$ cat src/rtl/aperture_remap_pkg.sv
package aperture_remap_pkg;
    localparam int ADDR_W     = 32;
    localparam int SEL_W      = 4;
    localparam int N_AP       = 1 << SEL_W;
    localparam int DATA_W     = 32;
    localparam int REG_AW     = 16;
    localparam int PER_WORD   = DATA_W / SEL_W;
    localparam int N_WORDS    = N_AP / PER_WORD;
    localparam int WORD_BYTES = DATA_W / 8;

    typedef logic [N_AP-1:0][SEL_W-1:0] ap_map_t;

    typedef struct packed {
        ap_map_t shadow;
        ap_map_t active;
        logic    commit;
    } map_state_t;
endpackage

$ cat src/rtl/aperture_regs.sv
module aperture_regs
    import aperture_remap_pkg::*;
#(
    parameter logic [REG_AW-1:0]    MAP_BASE  = 16'h1028,
    parameter logic [REG_AW-1:0]    UPD_ADDR  = 16'h1034,
    parameter logic [N_AP*SEL_W-1:0] RESET_MAP = 64'h0ED0_3210_0000_0000
) (
    input  logic              clk,
    input  logic              rst_n,
    input  logic [REG_AW-1:0] reg_addr,
    input  logic [DATA_W-1:0] reg_wdata,
    input  logic              reg_we,
    output logic [DATA_W-1:0] reg_rdata,
    output ap_map_t           live_map
);
    map_state_t st_d, st_q;
    localparam map_state_t RST_ST = '{shadow: RESET_MAP, active: RESET_MAP, commit: 1'b0};

    always_comb begin
        st_d = st_q;
        if (st_q.commit) begin
            st_d.active = st_q.shadow;
            st_d.commit = 1'b0;
        end
        if (reg_we) begin
            for (int w = 0; w < N_WORDS; w++) begin
                if (reg_addr == MAP_BASE + REG_AW'(w * WORD_BYTES)) begin
                    for (int f = 0; f < PER_WORD; f++) begin
                        st_d.shadow[w*PER_WORD + f] = reg_wdata[f*SEL_W +: SEL_W];
                    end
                end
            end
            if (reg_addr == UPD_ADDR && reg_wdata[0]) begin
                st_d.commit = 1'b1;
            end
        end
    end

    always_ff @(posedge clk) begin
        if (!rst_n) st_q <= RST_ST;
        else        st_q <= st_d;
    end

    always_comb begin
        reg_rdata = '0;
        for (int w = 0; w < N_WORDS; w++) begin
            if (reg_addr == MAP_BASE + REG_AW'(w * WORD_BYTES)) begin
                for (int f = 0; f < PER_WORD; f++) begin
                    reg_rdata[f*SEL_W +: SEL_W] = st_q.shadow[w*PER_WORD + f];
                end
            end
        end
        if (reg_addr == UPD_ADDR) reg_rdata = {{(DATA_W-1){1'b0}}, st_q.commit};
    end

    assign live_map = st_q.active;

    // without a pending commit the live table holds its value
    a_r3_live_held: assert property (@(posedge clk) disable iff (!rst_n)
        !st_q.commit |=> $stable(st_q.active));
    // a pending commit loads the whole pending table on the next edge
    a_r4_commit_loads: assert property (@(posedge clk) disable iff (!rst_n)
        st_q.commit |=> st_q.active == $past(st_q.shadow));
    // the commit bit lasts one cycle unless rewritten
    a_r4_self_clear: assert property (@(posedge clk) disable iff (!rst_n)
        (st_q.commit && !reg_we) |=> !st_q.commit);
    // writes outside the register map leave the pending table unchanged
    a_r7_unmapped_write: assert property (@(posedge clk) disable iff (!rst_n)
        (reg_we && (reg_addr < MAP_BASE || reg_addr >= MAP_BASE + REG_AW'(N_WORDS*WORD_BYTES)))
        |=> $stable(st_q.shadow));
endmodule

$ cat src/rtl/aperture_xlate.sv
module aperture_xlate
    import aperture_remap_pkg::*;
(
    input  logic [ADDR_W-1:0] in_addr,
    input  ap_map_t           live_map,
    output logic [ADDR_W-1:0] out_addr
);
    localparam int LOW_W = ADDR_W - SEL_W;

    logic [N_AP-1:0]  win_hit;
    logic [SEL_W-1:0] new_top;

    for (genvar k = 0; k < N_AP; k++) begin : g_win
        assign win_hit[k] = (in_addr[ADDR_W-1 -: SEL_W] == SEL_W'(k));
    end

    always_comb begin
        new_top = '0;
        for (int k = 0; k < N_AP; k++) begin
            if (win_hit[k]) new_top = new_top | live_map[k];
        end
        out_addr = {new_top, in_addr[LOW_W-1:0]};
    end

    // exactly one window matches any address
    always_comb a_r2_one_window: assert ($onehot0(win_hit) && win_hit != '0);
endmodule

$ cat src/rtl/aperture_remap.sv
module aperture_remap
    import aperture_remap_pkg::*;
(
    input  logic              clk,
    input  logic              rst_n,
    input  logic [REG_AW-1:0] reg_addr,
    input  logic [DATA_W-1:0] reg_wdata,
    input  logic              reg_we,
    output logic [DATA_W-1:0] reg_rdata,
    input  logic [ADDR_W-1:0] in_addr,
    output logic [ADDR_W-1:0] out_addr
);
    ap_map_t live_map;

    aperture_regs u_regs (
        .clk       (clk),
        .rst_n     (rst_n),
        .reg_addr  (reg_addr),
        .reg_wdata (reg_wdata),
        .reg_we    (reg_we),
        .reg_rdata (reg_rdata),
        .live_map  (live_map)
    );

    aperture_xlate u_xlate (
        .in_addr  (in_addr),
        .live_map (live_map),
        .out_addr (out_addr)
    );

    // the low 28 bits pass through the register and mux stages untouched
    a_r2_low_bits: assert property (@(posedge clk) disable iff (!rst_n)
        out_addr[ADDR_W-SEL_W-1:0] == in_addr[ADDR_W-SEL_W-1:0]);
endmodule

$ cat config.mk
export PLATFORM = sky130hd
export DESIGN_NAME = aperture_remap
export DESIGN_NICKNAME = d
export VERILOG_FILES = /design/src/rtl/aperture_remap_pkg.sv /design/src/rtl/aperture_regs.sv /design/src/rtl/aperture_xlate.sv /design/src/rtl/aperture_remap.sv
export SDC_FILE = /design/constraint.sdc
export NUM_CORES = 1
export LEC_CHECK = 0
export CAP_MARGIN = 20
export CORE_ASPECT_RATIO = 2
export CORE_UTILIZATION = 30
export DETAILED_ROUTE_END_ITERATION = 6
export DONT_BUFFER_PORTS = 1
export PLACE_DENSITY_LB_ADDON = 0.3
export RECOVER_POWER = 100
export SLEW_MARGIN = 20
export SYNTH_ARGS = -nofsm -noshare
export SYNTH_HDL_FRONTEND = slang
export SYNTH_HIERARCHICAL = 1
export SYNTH_SLANG_ARGS = --single-unit
export TNS_END_PERCENT = 5
$ cat constraint.sdc
create_clock -name clk -period 1.4 [get_ports clk]
set_clock_uncertainty 0.05 [all_clocks]
set_input_delay 0.14 -clock clk [delete_from_list [all_inputs] [get_ports clk]]
set_output_delay 0.14 -clock clk [all_outputs]
set_load 0.01 [all_outputs]
==> results of run 1 <==
==> synth_stat cells, drive strengths merged <==
cell and n:
dfxtp 129, buf 124, mux2i 113, nand2 80, nor2 72, a22o 34, o21ai 20, clkbuf 19
nand4 14, a221oi 13, a21oi 12, o41a 10, and3 4, nor2b 4, o31ai 4, a32o 3
inv 3, mux2 3, nand4b 3, o2111ai 3, o41ai 3, nand2b 2, nor4b 2, or2 2
a211oi 1, a21boi 1, a22oi 1, and2b 1, and3b 1, and4 1, mux4 1, nor3 1
nor3b 1, nor4 1, o22ai 1
==> per-stage QoR <==
step / TNS [ps] / instances
floorplan: -349.4 / 687
global placement: -8529 / 852
detailed placement: -10980 / 852
CTS: -3850 / 940
global route: -16670 / 940
finish: -9680 / 940
==> report_power, final <==
part           switching, W  internal [W]  total (W)
clock               0.00158       0.00303    0.00460
combinational      0.000214      0.000191   0.000405
sequential     0.0000000165       0.00367    0.00367
==> area by class of cell <==
type / instances / area (µm²) / share of cell area
clock buffer: 23 / 498.0 / 0.06495
inverter: 3 / 11.26 / 0.001469
clock inverter: 9 / 127.6 / 0.01664
tap: 273 / 341.6 / 0.04455
timing repair buffer: 91 / 942.2 / 0.1229
multi-input combinational: 412 / 3163 / 0.4125
sequential: 129 / 2584 / 0.3370
==> registers in the layout, summed over array words and instances, names as in the netlist <==
name             cells
u_regs/st_q         65
u_regs/live_map     64
==> placed cells by master (no fill, tap or decap), types with 11 or more instances in the layout <==
master         synthesis  final
a22o_1                34     14
nor2_1                68     68
dfxtp_1              129    128
buf_4                 95     21
nand4_1               13     14
mux2i_1              113    112
dlygate4sd3_1          0     55
clkbuf_16              0     17
a22o_4                 0     20
nand2_1               80     80
a21oi_1               12     11
o21ai_0               20     20
==> worst register-to-register path, cell delays in order (launching register included) <==
cell,delay (ps)
dfxtp_1,690
buf_12,290
mux2i_1,250
nor2_1,50
==> metal layers <==
metal,vias to the layer above,part of all wire,GRT usage
met2,123,0.54,0.3101
met5,-,0,0
met4,0,0.059,0.1188
li1,2276,-,-
met1,2308,0.35,0.1543
met3,52,0.049,0.04700
==> final timing paths <==
| path | end | slack, ps | cells after the start |
|---|---|---|---|
| max | out_addr[30] | -500 | 5 |
| min | u_regs/st_q[88] | 70 | 4 |
| max reg2reg | u_regs/live_map[3] | -50 | 3 |
| min reg2reg | u_regs/live_map[41] | 440 | 2 |
==> timing repair <==
| item | in CTS | in global routing |
|---|---|---|
| hold buffers | 56 | 0 |
| pin swaps | 10 | 7 |
| endpoints found under the hold margin | 75 | 0 |
| resized for setup | 19 | 8 |
| setup buffers | 0 | 0 |
| endpoints found under the setup margin | 36 | 36 |
==> kinds of logic (layout without fill, tap and decap cells) <==
family | Yosys count | in the layout | share of synthesized area
buf+inv | 146 | 126 | 0.1494
mux | 117 | 117 | 0.1820
flops | 129 | 129 | 0.3958
simple gates | 189 | 189 | 0.1396
compound gates | 106 | 106 | 0.1333
==> impl_metrics.tcl, run 1 <==
set metrics [dict create \
    worstHoldPathType "primary input to flop" \
    timing.critical_path.cells "mux4_2, and3_4, a21oi_2, o31ai_2, buf_4" \
    finalNetCount 737 \
    drtPass1Iterations 4 \
    crit_buf_inv 1 \
    post-route-min-period_ps 1899 \
    report.final.hold_viol_count 0 \
    pre_cts_slack_ps -215.2 \
    n_fill_cell 2158 \
    ys_seq_area_frac 0.3958 \
    yosys.area.top_type "dfxtp_1" \
    power.leakage_nw 2.606 \
    ioPinCount 147 \
    place_hpwl_um 13020 \
    synth_cell_type_count 45 \
    drt-initial-drc-count 174 \
    syn_area_um2 6525 \
    design.core.area_um2 21400 \
    hp-start "reg_addr[2]" \
    final_design_area_no_fill_um2 7667 \
    critical_path.startpoint "u_regs/live_map[46]" \
    ys_top_cells_by_area "dfxtp_1 (40%), mux2i_1 (17%), buf_4 (11%)" \
    routed_wirelength_um 18260 \
    worst-endpoint-arrival_ps 1710 \
    final_min_period_over_clock_period 1.356 \
    drt-wirelength-per-cell_um 19.43 \
    maxCapViolCount 0 \
    violations "negative setup slack" \
    cts_inserted_buffers 17 \
    data_required_time_of_the_critical_path_ps 1210 \
    cts-root-buf "clkbuf_16" \
    cts-htree-levels 4 \
    fp.dieArea_um2 22380 \
    layout-drive-gt1-share 0.1739 \
    clock_sink_count 129 \
    yosys_register_bits 129 \
    slowest_delay_ps 460 \
    number_of_diodes 0 \
    pin_count_of_the_biggest_net_entering_global_routing 60 \
    synth_cells 687 \
    clk_transition_reported_paths_ps 60 \
    vias 4759 \
    antenna_violations_before_repair 0 \
    avgSynthCellArea_um2 9.498 \
    detail-route-antenna-nets 0 \
    cts_tree "done" \
    status "complete, but fails checks" \
    final_util 0.3584 \
    place.gp.congestion 0.7934 \
    end_kind "primary output" \
    slew_violations 0 \
    yosysWarningCount 6 \
    route.detailed.drc 0 \
    critical_path.startpoint_type "flop" \
    timing.max_slew.rel_slack 0.5321 \
    timing_worst_setup_path_type "flop to primary output" \
    regToRegStartpoint "u_regs/st_q[0]" \
    synth.net_count 770 \
    groute.usage.overall 0.1677 \
    final.hold.worst_slack_ps 66.45 \
    first_global_vias 4931 \
    setup_violations 89 \
    vias_per_std_cell 5.063 \
    max_slew.worst_pin.slew_ps 700.8 \
    die_h_um 210.6 \
    layout-area-overhead-vs-synth_pct 17.51 \
    cp_top_delay_family "multiplexers" \
    grt_pass1_wl_um 27740 \
    fin_ws_ps -499.1 \
    grt_overflow 0 \
    insertion_delay_to_the_later_sink_of_the_worst_skew_pair_ps 420 \
    placementRows 76 \
    initial_utilization 0.3050 \
    max-vdd-ir-drop_v 0.0006307 \
    die_width_um 106.3 \
    pwr_density_cell_nw_per_um2 1132 \
    placed_cell_area_um2 6311 \
    critPathSlowestCell "mux4_2" \
    rsz0062_at_grt "yes" \
    clk_path_buf_depth 2 \
    timing.fmax_mhz 526.6 \
    total_power_w 0.008680 \
    yosysTopAreaCellShare 0.3958 \
    port_buffers 0 \
    cp_max_fo 2 \
]
Note: power is estimated with default switching activity, not from simulation.
==> run 2, diff against run 1 <==
--- a/config.mk
+++ b/config.mk
@@ -12,6 +12,7 @@
 export DONT_BUFFER_PORTS = 1
 export PLACE_DENSITY_LB_ADDON = 0.3
 export RECOVER_POWER = 100
+export SKIP_LAST_GASP = 1
 export SLEW_MARGIN = 20
 export SYNTH_ARGS = -nofsm -noshare
 export SYNTH_HDL_FRONTEND = slang
==> constraint.sdc (replaced) <==
create_clock -name clk -period 1.77 [get_ports clk]
set_clock_uncertainty 0.05 [all_clocks]
set_input_delay 0.177 -clock clk [delete_from_list [all_inputs] [get_ports clk]]
set_output_delay 0.177 -clock clk [all_outputs]
set_load 0.01 [all_outputs]
==> run 2 against run 1 <==
  * The flow still finishes with violations (negative setup slack)
  * Global-route usage down 1.3 points
  * Non-clock buffer count down 33
  * Critical path depth down 1
  * Critical path type unchanged
==> impl_metrics.tcl, run 2 (same netlist as run 1, synthesis figures left out) <==
set metrics [dict create \
    drt-wirelength-per-cell_um 18.53 \
    detail-route-antenna-nets 0 \
    end_kind "primary output" \
    place.gp.congestion 0.7498 \
    port_buffers 0 \
    critical_path.startpoint_type "flop" \
    slew_violations 0 \
    clk_transition_reported_paths_ps 50 \
    layout_common_cells "dfxtp_1 (127), mux2i_1 (113), nand2_1 (80)" \
    timing.critical_path.cells "a32o_1, o31ai_4, o41ai_2, buf_4" \
    cp_max_fo 2 \
    number_of_diodes 0 \
    setup_violations 4 \
    cts_tree "done" \
    vias_per_std_cell 5.070 \
    fin_ws_ps -94.79 \
    cts-root-buf "clkbuf_16" \
    clk_path_buf_depth 2 \
    vias 4593 \
    violations "negative setup slack" \
    timing_worst_setup_path_type "flop to primary output" \
    cts-htree-levels 4 \
    clock_sink_count 129 \
    power.leakage_nw 2.334 \
    largest_register_ffs 65 \
    p_int_w 0.005102 \
    share_seq_of_total_power 0.449 \
    grt_pass1_wl_um 25890 \
    final_min_period_over_clock_period 1.054 \
    worst-endpoint-arrival_ps 1640 \
    final.hold.worst_slack_ps 24.65 \
    report.final.hold_viol_count 0 \
    maxCapViolCount 0 \
    crit_buf_inv 1 \
    reg2reg_setup_slack_ps 200 \
    placed_cell_area_um2 6157 \
    layout.cells.most_common "dfxtp_1" \
    initial_utilization 0.3050 \
    finalNetCount 704 \
    die_h_um 210.6 \
    worstHoldPathType "primary input to flop" \
    max-vdd-ir-drop_v 0.0005340 \
    post-route-min-period_ps 1865 \
    status "complete, but fails checks" \
    drtPass1Iterations 5 \
    critPathSlowestCell "dfxtp_1" \
    layout-drive-gt1-share 0.1153 \
    design.core.area_um2 21400 \
    first_global_vias 4632 \
    pwr_density_cell_nw_per_um2 918.0 \
    largest_register "u_regs/st_q" \
    switching_power_w 0.001372 \
    timing.max_slew.rel_slack 0.4778 \
    layout-area-overhead-vs-synth_pct 8.073 \
    insertion_delay_to_the_later_sink_of_the_worst_skew_pair_ps 420 \
    share_of_power_burned_in_the_clock_network 0.502 \
    pin_count_of_the_biggest_net_entering_global_routing 77 \
    grt_overflow 0 \
    cts_post_setup_buffers_inserted 0 \
    placementRows 76 \
    routed_wirelength_um 16790 \
    drt-initial-drc-count 162 \
    cp_top_delay_family "compound AO/OA/AOI/OAI gates" \
    antenna_violations_before_repair 0 \
    cts_inserted_buffers 17 \
    groute.usage.overall 0.1543 \
    ioPinCount 147 \
    final_util 0.3296 \
    slowest_delay_ps 320 \
    total_power_w 0.006473 \
    swShare 0.2119 \
    final_design_area_no_fill_um2 7052 \
    data_required_time_of_the_critical_path_ps 1540 \
    rsz0062_at_grt "yes" \
    timing.fmax_mhz 536.3 \
    die_width_um 106.3 \
    place_hpwl_um 11870 \
    fp.dieArea_um2 22380 \
    max_slew.worst_pin.slew_ps 783.3 \
    route.detailed.drc 0 \
    combPwrFrac 0.049 \
]
## run 2: cell count changes in the layout (fill, tap and decap cells not counted), sizes merged
cell         before  now
clkbuf           26   34
buf              33   12
bufinv            3    1
dlygate4sd3      55   37
clkinvlp          3    0
clkinv            3    5
## run 2: layout make-up
| cell class | count | area [µm²] |
|---|---|---|
| Inverter | 3 | 11.26 |
| Clock buffer | 25 | 495.5 |
| Tap cell | 273 | 341.6 |
| Clock inverter | 6 | 55.05 |
| Multi-Input combinational cell | 412 | 3000 |
| Timing Repair Buffer | 58 | 563.0 |
| Fill cell | 2178 | 14340 |
| Sequential cell | 129 | 2585 |
## run 2: path summary, 6_finish.rpt
kind | start | to | cells past startpoint
worst max-delay path | u_regs/live_map[32] | out_addr[28] | 4
worst min register to register | u_regs/st_q[113] | u_regs/st_q[113] | 2
worst max register to register | u_regs/st_q[0] | u_regs/live_map[52] | 3
worst min-delay path | rst_n | u_regs/live_map[44] | 2
## run 2: power by group through the flow
stage	registers [W]	clock network (W)	logic (W)
after CTS	0.00290	0.00333	0.000321
after detailed placement	0.00297	0	0.000205
after floorplan	0.00297	0	0.000249
after global routing	0.00290	0.00345	0.000339
final	0.00291	0.00325	0.000315
after global placement	0.00297	0	0.000204
## run 2: layer usage
layer	routed length [µm]	up-vias	global-route usage	part of all wire
li1	-	2193	-	-
met1	6325	2231	0.1555	0.38
met2	8859	133	0.2777	0.53
met3	977	36	0.04638	0.058
met4	629	0	0.08669	0.037
met5	0	-	0	0
## run 2: through the flow
step | instances | TNS [ps] | worst slack (ps)
after floorplan | 687 | 0 | 238.4
after global placement | 837 | 0 | 132.5
after detailed placement | 837 | 0 | 86.91
after CTS | 906 | -492.2 | -136.1
after global routing | 906 | -901.4 | -137.7
final | 906 | -329.7 | -94.79
## run 2: repair_timing
item,4_1_cts,5_1_grt
hold endpoints to repair,75,0
setup endpoints to repair,4,4
hold buffers,38,0
gates resized for setup,10,1
pin swaps,1,0
## run 2: worst reg2reg max path: stages (launching register included)
cell      delay, ps
dfxtp_1         350
clkbuf_4        640
mux2i_1         310
nand2_1          90
